File: src/rtl/rgm_pkg.sv
package rgm_pkg;
  typedef enum logic [2:0] {
    ST_IDLE  = 3'd0,
    ST_REQ   = 3'd1,
    ST_GNT   = 3'd2,
    ST_CMD   = 3'd3,
    ST_BEAT  = 3'd4,
    ST_RETRY = 3'd5
  } rgm_state_t;
endpackage

File: src/rtl/rgm_hold.sv
module rgm_hold #(
  parameter int AW = 8,
  parameter int DW = 64
) (
  input  logic          clk,
  input  logic          rst_n,
  input  logic          accept,
  input  logic          advance,
  input  logic          rd_req,
  input  logic [AW-1:0] rd_addr,
  input  logic          wr_req,
  input  logic [AW-1:0] wr_addr,
  input  logic [DW-1:0] wr_data,
  output logic          cur_is_wr,
  output logic [AW-1:0] cur_addr,
  output logic [DW-1:0] cur_data,
  output logic          defer_vld
);
  logic          cur_is_wr_d;
  logic [AW-1:0] cur_addr_d;
  logic [DW-1:0] cur_data_d;
  logic          defer_vld_d;
  logic [AW-1:0] defer_addr_q, defer_addr_d;
  logic [DW-1:0] defer_data_q, defer_data_d;
  logic          cur_en, defer_en;

  always_comb begin
    cur_en       = 1'b0;
    defer_en     = 1'b0;
    cur_is_wr_d  = cur_is_wr;
    cur_addr_d   = cur_addr;
    cur_data_d   = cur_data;
    defer_vld_d  = defer_vld;
    defer_addr_d = defer_addr_q;
    defer_data_d = defer_data_q;
    if (accept) begin
      cur_en   = 1'b1;
      defer_en = 1'b1;
      if (rd_req) begin
        cur_is_wr_d  = 1'b0;
        cur_addr_d   = rd_addr;
        cur_data_d   = '0;
        defer_vld_d  = wr_req;
        defer_addr_d = wr_addr;
        defer_data_d = wr_data;
      end else begin
        cur_is_wr_d  = 1'b1;
        cur_addr_d   = wr_addr;
        cur_data_d   = wr_data;
        defer_vld_d  = 1'b0;
      end
    end else if (advance && defer_vld) begin
      cur_en      = 1'b1;
      defer_en    = 1'b1;
      cur_is_wr_d = 1'b1;
      cur_addr_d  = defer_addr_q;
      cur_data_d  = defer_data_q;
      defer_vld_d = 1'b0;
    end
  end

  always_ff @(posedge clk or negedge rst_n) begin
    if (!rst_n) begin
      cur_is_wr <= 1'b0;
      cur_addr  <= '0;
      cur_data  <= '0;
    end else if (cur_en) begin
      cur_is_wr <= cur_is_wr_d;
      cur_addr  <= cur_addr_d;
      cur_data  <= cur_data_d;
    end
  end

  always_ff @(posedge clk or negedge rst_n) begin
    if (!rst_n) begin
      defer_vld    <= 1'b0;
      defer_addr_q <= '0;
      defer_data_q <= '0;
    end else if (defer_en) begin
      defer_vld    <= defer_vld_d;
      defer_addr_q <= defer_addr_d;
      defer_data_q <= defer_data_d;
    end
  end
endmodule

File: src/rtl/rgm_fsm.sv
module rgm_fsm
  import rgm_pkg::*;
(
  input  logic       clk,
  input  logic       rst_n,
  input  logic       start,
  input  logic       gnt,
  input  logic       defer_vld,
  output rgm_state_t state,
  output logic       accept,
  output logic       advance
);
  rgm_state_t state_d;

  assign accept  = (state == ST_IDLE) && start;
  assign advance = (state == ST_BEAT);

  always_comb begin
    state_d = state;
    unique case (state)
      ST_IDLE:  if (start) state_d = ST_REQ;
      ST_REQ:   state_d = ST_GNT;
      ST_GNT:   state_d = gnt ? ST_CMD : ST_RETRY;
      ST_RETRY: state_d = ST_REQ;
      ST_CMD:   state_d = ST_BEAT;
      ST_BEAT:  state_d = defer_vld ? ST_REQ : ST_IDLE;
      default:  state_d = ST_IDLE;
    endcase
  end

  always_ff @(posedge clk or negedge rst_n) begin
    if (!rst_n) state <= ST_IDLE;
    else        state <= state_d;
  end
endmodule

File: src/rtl/rgm_bus_drv.sv
module rgm_bus_drv
  import rgm_pkg::*;
#(
  parameter int AW = 8,
  parameter int DW = 64
) (
  input  logic          clk,
  input  logic          rst_n,
  input  rgm_state_t    state,
  input  logic          cur_is_wr,
  input  logic [AW-1:0] cur_addr,
  input  logic [DW-1:0] cur_data,
  input  logic [DW-1:0] rdata,
  input  logic          rdata_vld,
  output logic          req,
  output logic          rd,
  output logic          wr,
  output logic [AW-1:0] addr,
  output logic          addr_vld,
  output logic [DW-1:0] wdata,
  output logic          wdata_vld,
  output logic          done,
  output logic [DW-1:0] rbuf
);
  logic in_beat, cap_en;

  assign in_beat   = (state == ST_BEAT);
  assign req       = (state == ST_REQ);
  assign rd        = (state == ST_CMD) && !cur_is_wr;
  assign wr        = (state == ST_CMD) &&  cur_is_wr;
  assign addr_vld  = in_beat;
  assign addr      = in_beat ? cur_addr : '0;
  assign wdata_vld = in_beat && cur_is_wr;
  assign wdata     = (in_beat && cur_is_wr) ? cur_data : '0;
  assign cap_en    = in_beat && !cur_is_wr && rdata_vld;

  always_ff @(posedge clk or negedge rst_n) begin
    if (!rst_n) done <= 1'b0;
    else        done <= in_beat;
  end

  always_ff @(posedge clk or negedge rst_n) begin
    if (!rst_n)      rbuf <= '0;
    else if (cap_en) rbuf <= rdata;
  end
endmodule

File: src/rtl/rgm_master.sv
module rgm_master
  import rgm_pkg::*;
#(
  parameter int AW = 8,
  parameter int DW = 64
) (
  input  logic          clk,
  input  logic          rst_n,
  input  logic          loc_rd_req,
  input  logic [AW-1:0] loc_rd_addr,
  input  logic          loc_wr_req,
  input  logic [AW-1:0] loc_wr_addr,
  input  logic [DW-1:0] loc_wr_data,
  output logic          loc_busy,
  output logic          loc_done,
  output logic [DW-1:0] rd_buf,
  output logic          bus_req,
  input  logic          bus_gnt,
  output logic          bus_rd,
  output logic          bus_wr,
  output logic [AW-1:0] bus_addr,
  output logic          bus_addr_vld,
  output logic [DW-1:0] bus_wdata,
  output logic          bus_wdata_vld,
  input  logic [DW-1:0] bus_rdata,
  input  logic          bus_rdata_vld
);
  rgm_state_t    state;
  logic          accept, advance, defer_vld, cur_is_wr;
  logic [AW-1:0] cur_addr;
  logic [DW-1:0] cur_data;

  assign loc_busy = (state != ST_IDLE);

  rgm_fsm u_fsm (
    .clk       (clk),
    .rst_n     (rst_n),
    .start     (loc_rd_req | loc_wr_req),
    .gnt       (bus_gnt),
    .defer_vld (defer_vld),
    .state     (state),
    .accept    (accept),
    .advance   (advance)
  );

  rgm_hold #(.AW(AW), .DW(DW)) u_hold (
    .clk       (clk),
    .rst_n     (rst_n),
    .accept    (accept),
    .advance   (advance),
    .rd_req    (loc_rd_req),
    .rd_addr   (loc_rd_addr),
    .wr_req    (loc_wr_req),
    .wr_addr   (loc_wr_addr),
    .wr_data   (loc_wr_data),
    .cur_is_wr (cur_is_wr),
    .cur_addr  (cur_addr),
    .cur_data  (cur_data),
    .defer_vld (defer_vld)
  );

  rgm_bus_drv #(.AW(AW), .DW(DW)) u_drv (
    .clk       (clk),
    .rst_n     (rst_n),
    .state     (state),
    .cur_is_wr (cur_is_wr),
    .cur_addr  (cur_addr),
    .cur_data  (cur_data),
    .rdata     (bus_rdata),
    .rdata_vld (bus_rdata_vld),
    .req       (bus_req),
    .rd        (bus_rd),
    .wr        (bus_wr),
    .addr      (bus_addr),
    .addr_vld  (bus_addr_vld),
    .wdata     (bus_wdata),
    .wdata_vld (bus_wdata_vld),
    .done      (loc_done),
    .rbuf      (rd_buf)
  );
endmodule

File: config.mk
export PLATFORM = sky130hd
export DESIGN_NAME = rgm_master
export DESIGN_NICKNAME = d
export VERILOG_FILES = /design/src/rtl/rgm_pkg.sv /design/src/rtl/rgm_hold.sv /design/src/rtl/rgm_fsm.sv /design/src/rtl/rgm_bus_drv.sv /design/src/rtl/rgm_master.sv
export SDC_FILE = /design/constraint.sdc
export NUM_CORES = 1
export LEC_CHECK = 0
export BUFFER_PORTS_ARGS = -buffer_cell sky130_fd_sc_hd__buf_4
export CORE_UTILIZATION = 46
export DETAILED_ROUTE_END_ITERATION = 8
export PLACE_DENSITY = 0.76
export SYNTH_ARGS = -nofsm -noshare
export SYNTH_HDL_FRONTEND = slang
export SYNTH_SLANG_ARGS = --single-unit
File: constraint.sdc
create_clock -name clk -period 1.8 [get_ports clk]
set_input_delay 0.36 -clock clk [delete_from_list [all_inputs] [get_ports clk]]
set_output_delay 0.36 -clock clk [all_outputs]
set_load 0.005 [all_outputs]
After elaboration in Yosys (flattened, before gate mapping)
Index checks and enable logic that the tools add are counted.
- ROM bits: 0
- memory bits (writable): 0
- output and inout bits: 143
- bits in registers: 214
- bits of input ports: 150
- memories kept: 0
- bits in latches: 0
- multipliers: 0
- reductions and logical operators: 13
- bitwise logic cells: 1
- $add $sub $neg: 0
- equal/unequal tests: 6
- multiplexer cells: 20
- order comparisons: 0
- shift operators: 0
- divide/modulo/power cells: 0
- operators with widths (cell ; count):
    $mux 64 ; 4
    $mux 8 ; 4
    $pmux 3 s6 ; 1
    $mux 1 ; 9
    $logic_and 1x1->1 ; 7
    $eq 3x2->1 const B ; 2
    $eq 3x3->1 const B ; 2
    $mux 3 ; 2
    $eq 3x1->1 const B ; 1
    $logic_not 3->1 ; 1
    $reduce_and 3->1 ; 1
    $reduce_bool 3->1 ; 1
    $ne 2x1->1 const B ; 1
    $reduce_and 2->1 ; 1
    $reduce_bool 2->1 ; 1
    $logic_not 1->1 ; 1
    $or 1x1->1 ; 1

Logic depth before layout (Yosys ltp)
Gate-level depths: netlist (run 1).
- depth in word-level cells: 5
- gate-level depth with buffers: 8
- mapped depth without buffers: 4

Hierarchy
Synthesis (run 1) repeated with hierarchy kept, for this count alone.
- cells, all modules: 728
- area, all modules: 9872.0 µm²
- by module, submodules not included (module ; cells an instance ; area an instance (µm²) ; instances):
    rgm_hold ; 483 ; 6481.2 ; 1
    rgm_bus_drv ; 229 ; 3213.1 ; 1
    rgm_fsm ; 14 ; 165.2 ; 1
    rgm_master ; 2 ; 12.5 ; 1

Worst setup path after synthesis (run 1)
Ideal clock, no wire load.
- kind: register to output
- from: register u_fsm.state[0]
- to: output bus_wdata[10]
- cell stages (with the launch flop): 7
- data required time: 1440 ps
- slack: -58 ps
- buffers on the path: 3
- arrival time: 1498 ps
- cell sequence: dfrtp_1 -> buf_2 -> nor2_1 -> and3_1 -> clkbuf_1 -> clkbuf_1 -> and2_1
- cells in the longest elaborated chain, start to end: 3
- ends and longest elaborated chain (item ; line ; source):
    from (decl) ; rgm_fsm.sv:9 ; output rgm_state_t state,
    from (signal assigned) ; rgm_fsm.sv:33 ; else state <= state_d;
    $eq 3x3->1 ; rgm_bus_drv.sv:27 ; assign in_beat = (state == ST_BEAT);
    $logic_and 1x1->1 ; rgm_bus_drv.sv:34 ; assign wdata = (in_beat && cur_is_wr) ? cur_data : '0;
    $mux 64 ; rgm_bus_drv.sv:34 ;
    to (decl) ; rgm_master.sv:23 ; output logic [DW-1:0] bus_wdata,
No other way between the ends.

Final worst setup path (run 1)
- from: register u_fsm.state[0]
- to: output bus_wdata[45]
The elaborated chain is that of the path after synthesis.

==> qor.csv, run 1 <==
metric;value;unit
buffers and inverters on the worst path;2;
synth warn;0;
syn avg cell area;13.6;um2
FF-to-FF path depth;8;
Antenna Cells;0;
total core area;0.0195;mm2
Worst-Skew Late Latency;0.50;ns
Fmax achieved;484;MHz
Seq/Total Area, Yosys;58.5;%
register bit total from synthesis;214;
critical path depth;5;
Period minus WS final;2.07;ns
Yosys top cell by area;dfrtp_1;
largest net degree at the start of global routing;53;
max-cap viol count;0;
row cnt;51;
clk buf depth;3;
Worst-path clk slew;0.06;ns
H-tree depth;1;
crit-path cells;nor2_4 -> and3_4 -> buf_12 -> and2_1 -> buf_4;
CTS tree;done;
vias in the first global route;6867;
Die Ht;143;um
average wire per standard cell;19.1;um
Worst-Margin Slew;0.516;ns
P_int;14.6;mW
crit end category;output pin;
relative slew slack;65.5;%
initial detailed-routing violation count;285;
Register Area;0.00536;mm2
Final Core Density;69.1;%
TritonCTS Buffers;23;
area of the multi-input gates;0.00367;mm2
count of unique library cells instantiated by Yosys;32;
Crit Path Category;reg2out;
detailed-route via count;6815;
synthesized area;0.00916;mm2
Die W;143;um
period utilization;115;%
GPL Wtd Cong;0.781;
R2R setup slack;-0.26;ns
Initial Util;47.1;%
Max Slew Vio Count;0;
maximum vdd drop;0.971;mV
grt ovf;0;
Reg power frac;40.0;%
Static Leak;6.42;nW
RSZ-0062 raised after global routing;true;
Layout fillers;1430;
routed wire length;24.7;mm
Post-Route Skew;0.0230;ns
CP max stage delay;0.43;ns
fin cells;1297;
Die Area;0.0205;mm2
syn_nets;826;
root buffer cell;clkbuf_16;
Clock Sinks;214;
PortBufs;292;
post-DP HPWL;16.0;mm
Total GRT Usage;22.7;%
Yosys top cell area share;58.5;%
critical path launch point type;flop;
arrival time worst endpoint;1.71;ns
nets@finish;1168;
status;complete, but fails checks;
Clk pwr share;21.6;%
Slowest-stage cell, CP;dfrtp_2;
area grow syn2layout;46.8;%
initial antenna violation count;0;
PD cells;1530;mW/mm2
failing checks;setup timing;
NetSw;6.02;mW
final worst slack;-0.267;ns
I/O Pins;293;
Req. time, crit path;1.44;ns
vias per inst;5.25;
total power;20.6;mW
final hold viol count;0;
Worst Path Max Fanout;24;
hold slack;0.0874;ns
DRC viols;0;
final setup violation count;220;
Switching Share;29.2;%
Crit path max-delay family;simple AND/OR/NAND/NOR gates;
Placed Instances;1219;
Hold Path Depth;2;
Gate Count Post-Synth;676;
first-pass GRT wire length;36.4;mm
DR pass1 iterations;5;
Comb power frac;38.5;%
min-delay worst type;in2reg;
fraction of layout cells with a size suffix above 1;54.7;%
main area contributors after synthesis;dfrtp_1, mux2_2, and2_1;
post-route ant nets;0;
-- routing by layer --
| layer | track usage (%) | vias up | routed length [um] |
|---|---|---|---|
| met4 | 5.38 | 0 | 386 |
| li1 | - | 3142 | - |
| met3 | 5.87 | 32 | 2050 |
| met1 | 29.0 | 3376 | 9880 |
| met5 | 0 | - | 0 |
| met2 | 38.5 | 265 | 12400 |
-- worst paths after layout --
check / to / startpoint
worst max-delay path: bus_wdata[45] / u_fsm.state[0]
worst min-delay path: u_drv.rbuf[47] / bus_rdata[47]
worst max register to register: u_hold.cur_addr[2] / u_fsm.state[1]
worst min register to register: u_hold.defer_data_q[18] / u_hold.defer_data_q[18]
max in group asynchronous: u_hold.defer_data_q[33] / rst_n
min in group asynchronous: u_hold.defer_data_q[18] / rst_n
-- cell usage in the layout (no fill, tap or decap), types with 7 or more instances in the layout --
cell type,Yosys,final
buf_6,2,17
nor3_1,9,9
a221o_1,56,56
dfrtp_1,214,212
clkbuf_1,21,7
o21ai_1,0,15
mux2_4,0,7
and2_1,114,108
clkbuf_16,0,32
mux2_2,136,129
buf_4,1,314
buf_12,0,24
mux2i_1,24,22
nand4b_1,17,17
-- sequential cells by signal, summed over array words and instances, names as in the netlist --
register	flops
u_hold.cur_is_wr	1
u_fsm.state	3
u_hold.defer_data_q	64
u_hold.cur_addr	8
u_drv.done	1
u_drv.rbuf	64
u_hold.defer_addr_q	8
u_hold.defer_vld	1
u_hold.cur_data	64
-- synthesized netlist by cell type --
library cell / count
nor4b_1: 1
o22ai_1: 1
and4b_1: 1
a21boi_0: 1
a21oi_1: 3
and3_1: 9
o21ai_0: 16
inv_1: 2
o22a_1: 1
and2_1: 114
clkbuf_1: 21
nand4b_1: 17
nand2_1: 2
a221o_1: 56
mux2_2: 136
buf_6: 2
or2_2: 1
o31ai_1: 1
nor3_4: 1
inv_2: 1
nor2_1: 6
o211ai_1: 1
nor3b_1: 1
nor2b_1: 1
buf_4: 1
nor4bb_1: 1
a31oi_1: 1
nor3_1: 9
mux2i_1: 24
buf_2: 29
nor3_2: 1
dfrtp_1: 214
-- stage by stage --
| step | area [um2] | TNS (ns) | setup WS, ns |
|---|---|---|---|
| after floorplan | 9160 | 0 | 0.0129 |
| after global placement | 12000 | 0 | 0.0789 |
| after detailed placement | 12000 | -0.0243 | -0.0192 |
| after CTS | 12900 | -31.05 | -0.285 |
| after global routing | 13400 | -60.12 | -0.340 |
| final | 13400 | -44.86 | -0.267 |
-- area by class of cell --
| class | count | area share (%) |
|---|---|---|
| clock buffers | 34 | 4.88 |
| clock inverters | 5 | 0.400 |
| inverters | 3 | 0.121 |
| multi-input cells | 406 | 27.3 |
| flip-flops and latches | 214 | 39.8 |
| well taps | 265 | 2.47 |
| repair buffers | 370 | 25.0 |
-- repair_timing --
| action | CTS | global route |
|---|---|---|
| hold buffers | 1 | 0 |
| pin swaps | 4 | 2 |
| setup endpoints to repair | 81 | 222 |
| cloned | 3 | 13 |
| endpoints found under the hold margin | 23 | 0 |
| gates resized for setup | 28 | 48 |
| setup buffers | 12 | 12 |
-- cell families after synthesis --
| group | share of synthesized area (%) |
|---|---|
| DFF | 58.5 |
| and+or+nand+nor | 11.7 |
| buffers and inverters | 2.90 |
| muxes | 19.3 |
| AOI/OAI and AO/OA | 7.64 |
-- power groups by stage --
stage	Combinational (mW)	Clock, mW	Sequential (mW)
floorplan	3.74	0	7.97
global placement	6.43	0	8.17
detailed placement	6.64	0	8.26
CTS	7.04	4.58	8.22
global route	8.54	4.78	8.52
finish	7.94	4.45	8.25
Note: power is estimated with default switching activity, not from simulation.
==> run 2: changes to the inputs <==
Settings changed: CELL_PAD_IN_SITES_DETAIL_PLACEMENT from default to 1, CELL_PAD_IN_SITES_GLOBAL_PLACEMENT from default to 1, CORE_UTILIZATION 46 to 36, PLACE_DENSITY 0.76 to default, PLACE_DENSITY_LB_ADDON from default to 0.1.
==> qor.csv, run 2 (same netlist as run 1, synthesis figures left out) <==
metric;value;unit
status;complete, but fails checks;
failing checks;setup timing;
Fmax achieved;458;MHz
CP max stage delay;0.44;ns
Crit Path Category;reg2out;
total power;22.8;mW
clk buf depth;3;
pre-CTS setup slack;-0.0714;ns
first-pass GRT wire length;44.4;mm
TritonCTS Buffers;24;
I/O Pins;293;
commonest non-fill, non-tap cell in the layout;buf_4;
root buffer cell;clkbuf_16;
hold slack;0.0772;ns
crit-path cells;nor2_4 -> and3_4 -> buf_12 -> and2_1 -> buf_4;
average wire per standard cell;23.6;um
largest net degree at the start of global routing;49;
Max Slew Vio Count;0;
relative slew slack;70.9;%
Regs by FF count;u_drv.rbuf: 64 flops, u_hold.cur_data: 64 flops, u_hold.defer_data_q: 64 flops;
CTS tree;done;
initial antenna violation count;1;
total core area;0.0250;mm2
fin area;0.0142;mm2
arrival time worst endpoint;1.82;ns
Die Ht;162;um
min-delay worst type;in2reg;
GPL Wtd Cong;0.787;
Initial Util;36.6;%
post-DP HPWL;18.6;mm
detailed-route via count;7214;
Worst-path clk slew;0.06;ns
initial detailed-routing violation count;297;
row cnt;58;
period utilization;121;%
Worst-Skew Late Latency;0.51;ns
Layout fillers;2484;
Slowest-stage cell, CP;dfrtp_2;
PD cells;1600;mW/mm2
critical path launch point type;flop;
fin cells;1385;
RSZ-0062 raised after global routing;true;
H-tree depth;1;
max-cap viol count;0;
grt ovf;0;
Static Leak;6.87;nW
crit end category;output pin;
Placed Instances;1275;
area grow syn2layout;55.4;%
vias in the first global route;7874;
post-route ant nets;0;
Die W;162;um
DRC viols;0;
Period minus WS final;2.18;ns
PortBufs;292;
Worst-Margin Slew;0.437;ns
Worst Path Max Fanout;25;
DR pass1 iterations;5;
fraction of layout cells with a size suffix above 1;56.1;%
Post-Route Skew;0.00869;ns
Die Area;0.0261;mm2
nets@finish;1187;
Req. time, crit path;1.44;ns
maximum vdd drop;0.783;mV
final setup violation count;286;
routed wire length;32.7;mm
most frequent cells in the layout;buf_4, dfrtp_1, and2_1, mux2_4, mux2_2;
Post-DP Area;0.0119;mm2
final worst slack;-0.383;ns
Total GRT Usage;21.6;%
vias per inst;5.21;
Clock Sinks;214;
final hold viol count;0;
[run 2: area by class of cell]
type	count	area, um2	share of cell area (%)
Antenna cell	1	2.50	0.0176
Multi-Input combinational cell	406	3970	27.9
Tap cell	330	413	2.90
Sequential cell	214	5360	37.6
Inverter	3	31.3	0.220
Clock inverter	2	10.0	0.0703
Clock buffer	41	746	5.24
Timing Repair Buffer	388	3700	26.0
[run 2: per-stage QoR]
step                      TNS [ns]  utilization [%]
after floorplan                  0                -
after global placement           0             47.7
after detailed placement    -0.360             47.7
after CTS                   -33.48             52.3
after global routing        -74.82             56.9
final                       -62.17             56.9
[run 2: where the power goes]
part,switching [mW],internal [mW]
Sequential,1.32,7.05
Clock,1.92,2.79
Combinational,3.77,5.92
[run 2: critical path, delay by kind of cell (launching register included)]
family                 cells  cell delay [ns]
DFF                        1             0.44
buffers and inverters      2             0.30
and+or+nand+nor            3             0.55
[run 2: routing by layer]
layer | share of wire, % | track usage [%]
met5 | 0 | 0
met4 | 2.7 | 7.16
met3 | 6.2 | 5.11
met2 | 51 | 38.3
met1 | 40 | 25.7
[run 2: final timing paths]
path	from	endpoint	slack, ns	cells past startpoint
setup / recovery	u_fsm.state[1]	bus_wdata[8]	-0.38	5
hold / removal	bus_rdata[39]	u_drv.rbuf[39]	0.08	2
setup reg to reg	u_fsm.state[1]	u_hold.cur_data[61]	-0.28	10
hold reg to reg	u_hold.defer_data_q[54]	u_hold.defer_data_q[54]	0.50	1
max in group asynchronous	rst_n	u_hold.cur_data[0]	0.81	3
min in group asynchronous	rst_n	u_hold.cur_data[55]	0.38	2
[run 2: repair_timing]
item                                   CTS  global route
endpoints found under the hold margin   38             0
setup endpoints to repair              118           284
setup buffers                           17            21
gates cloned                             7            24
hold buffers                             1             0
pin swaps                                4            59
resized for setup                       34           148
==> run 3: changes to the inputs <==
Settings changed: ABC_AREA from default to 1, CORE_UTILIZATION 36 to 34.
==> qor.csv, run 3 <==
metric;value;unit
final hold viol count;0;
mux cell area share after synthesis;0;%
average wire per standard cell;18.7;um
Fmax achieved;464;MHz
Worst-Skew Late Latency;0.53;ns
period utilization;120;%
grt ovf;0;
Gate Count Post-Synth;1284;
initial antenna violation count;2;
detailed-route via count;9636;
Total GRT Usage;23.2;%
status;complete, but fails checks;
failing checks;setup timing;
PD cells;1480;mW/mm2
Initial Util;35.0;%
GPL Wtd Cong;0.817;
arrival time worst endpoint;1.79;ns
Die W;175;um
synthesized area;0.0102;mm2
clk buf depth;3;
Post-Synth Simple-Gate Area;29.3;%
min-delay worst type;in2reg;
synth cell count leaders;nand2_1, dfrtp_1, inv_1, nand3_1, nor2_1;
initial detailed-routing violation count;455;
Worst Path Max Fanout;6;
vias per inst;4.88;
Final Core Density;50.5;%
Yosys top cell area share;52.7;%
Die Ht;175;um
max-cap viol count;0;
count of unique library cells instantiated by Yosys;23;
Max Slew Vio Count;0;
Sum Neg Setup Slack;-21.79;ns
largest net degree at the start of global routing;129;
I/O Pins;293;
compound-cell area share of the yosys netlist;7.12;%
post-DP HPWL;22.6;mm
Post-Synth Adder-Cell Area;0;%
Crit Path Category;reg2out;
H-tree depth;1;
post-route ant nets;0;
root buffer cell;clkbuf_16;
vias in the first global route;9854;
critical path launch point type;flop;
Req. time, crit path;1.44;ns
DRC viols;0;
count leader, synth;nand2_1;
DR pass1 iterations;5;
maximum vdd drop;0.663;mV
Seq/Total Area, Yosys;52.7;%
first-pass GRT wire length;55.8;mm
synth warn;0;
main combinational cell family by area after synthesis;simple AND/OR/NAND/NOR gates;
Primary FF master, synth;dfrtp_1;
syn avg cell area;7.92;um2
final setup violation count;78;
R2R setup slack;0.11;ns
Worst-path clk slew;0.05;ns
Clock Sinks;214;
Regs by FF count;u_drv.rbuf: 64 flops, u_hold.cur_data: 64 flops, u_hold.defer_data_q: 64 flops;
syn_nets;1434;
TritonCTS Buffers;25;
Period minus WS final;2.15;ns
FFs w/ async S/R, synth;100;%
main area contributors after synthesis;dfrtp_1, nand2_1, nand3_1;
row cnt;62;
final worst slack;-0.354;ns
Post-Route Skew;0.00858;ns
area grow syn2layout;44.4;%
pre-CTS setup slack;0.160;ns
Yosys top cell by area;dfrtp_1;
Placed Instances;1905;
Die Area;0.0306;mm2
hold slack;0.0275;ns
XOR/XNOR Fraction of Synth Area;0;%
relative slew slack;69.8;%
PortBufs;292;
crit end category;output pin;
register bit total from synthesis;214;
Static Leak;7.44;nW
RSZ-0062 raised after global routing;true;
Worst-Margin Slew;0.452;ns
fin cells;1975;
total core area;0.0291;mm2
commonest non-fill, non-tap cell in the layout;nand2_1;
nets@finish;1720;
most frequent cells in the layout;nand2_1, buf_4, dfrtp_1, inv_1, nand3_1;
routed wire length;37.0;mm
CTS tree;done;
EDFF count, synth;0;
fraction of layout cells with a size suffix above 1;30.5;%
[run 3: through the flow]
stage / total power [mW] / cell area, um2
global route: 23.4 / 14700
global placement: 15.5 / 12800
detailed placement: 15.8 / 12800
finish: 21.8 / 14700
floorplan: 12.2 / 10200
CTS: 21.3 / 14000
[run 3: area by class of cell]
cell class / instances / area, um2
antenna: 3 / 7.51
clock buffer: 38 / 744
clock inverter: 7 / 41.3
fill: 3476 / 14400
inverter: 162 / 631
multi-input combinational: 821 / 4270
sequential: 214 / 5360
tap: 384 / 480
timing repair buffer: 346 / 3160
[run 3: kinds of logic after synthesis]
family / count (synthesis)
flip-flops: 214
AO/OA/AOI/OAI: 140
AND/OR/NAND/NOR: 679
buffers and inverters: 251
[run 3: critical path, stage by stage (launching register included)]
cell and delay, ns:
dfrtp_1 0.40, nor2_4 0.14, nand2_4 0.08, inv_8 0.09, nand2_8 0.11, buf_16 0.20, nor2_4 0.13, buf_6 0.11
[run 3: path summary, 6_finish.rpt]
check                      cells after the start                  end           startpoint
min                                            2       u_fsm.state[2]              bus_gnt
max reg2reg                                    9       u_drv.rbuf[61]       u_fsm.state[1]
min in group asynchronous                      2       u_drv.rbuf[61]                rst_n
min reg2reg                                    2  u_hold.cur_data[42]  u_hold.cur_data[42]
max in group asynchronous                      3       u_drv.rbuf[14]                rst_n
max                                            7        bus_wdata[57]       u_fsm.state[1]
[run 3: repair_timing]
| item | in CTS | in global routing |
|---|---|---|
| hold buffers | 1 | 0 |
| setup buffers | 5 | 9 |
| endpoints found under the setup margin | 78 | 98 |
| resized for setup | 82 | 130 |
| pin swaps | 2 | 4 |
| cloned | 4 | 6 |
| endpoints found under the hold margin | 35 | 0 |
[run 3: layer usage]
| metal | GRT usage [%] | wire length (um) |
|---|---|---|
| met4 | 6.49 | 1040 |
| met3 | 3.09 | 1620 |
| met5 | 0 | 0 |
| met2 | 40.0 | 18000 |
| met1 | 30.4 | 16400 |
[run 3: where the power goes]
| part | internal (mW) | switching, mW | leakage [nW] |
|---|---|---|---|
| Clock | 2.84 | 2.06 | 0.390 |
| Sequential | 6.93 | 1.11 | 2.73 |
| Combinational | 3.63 | 5.23 | 4.33 |
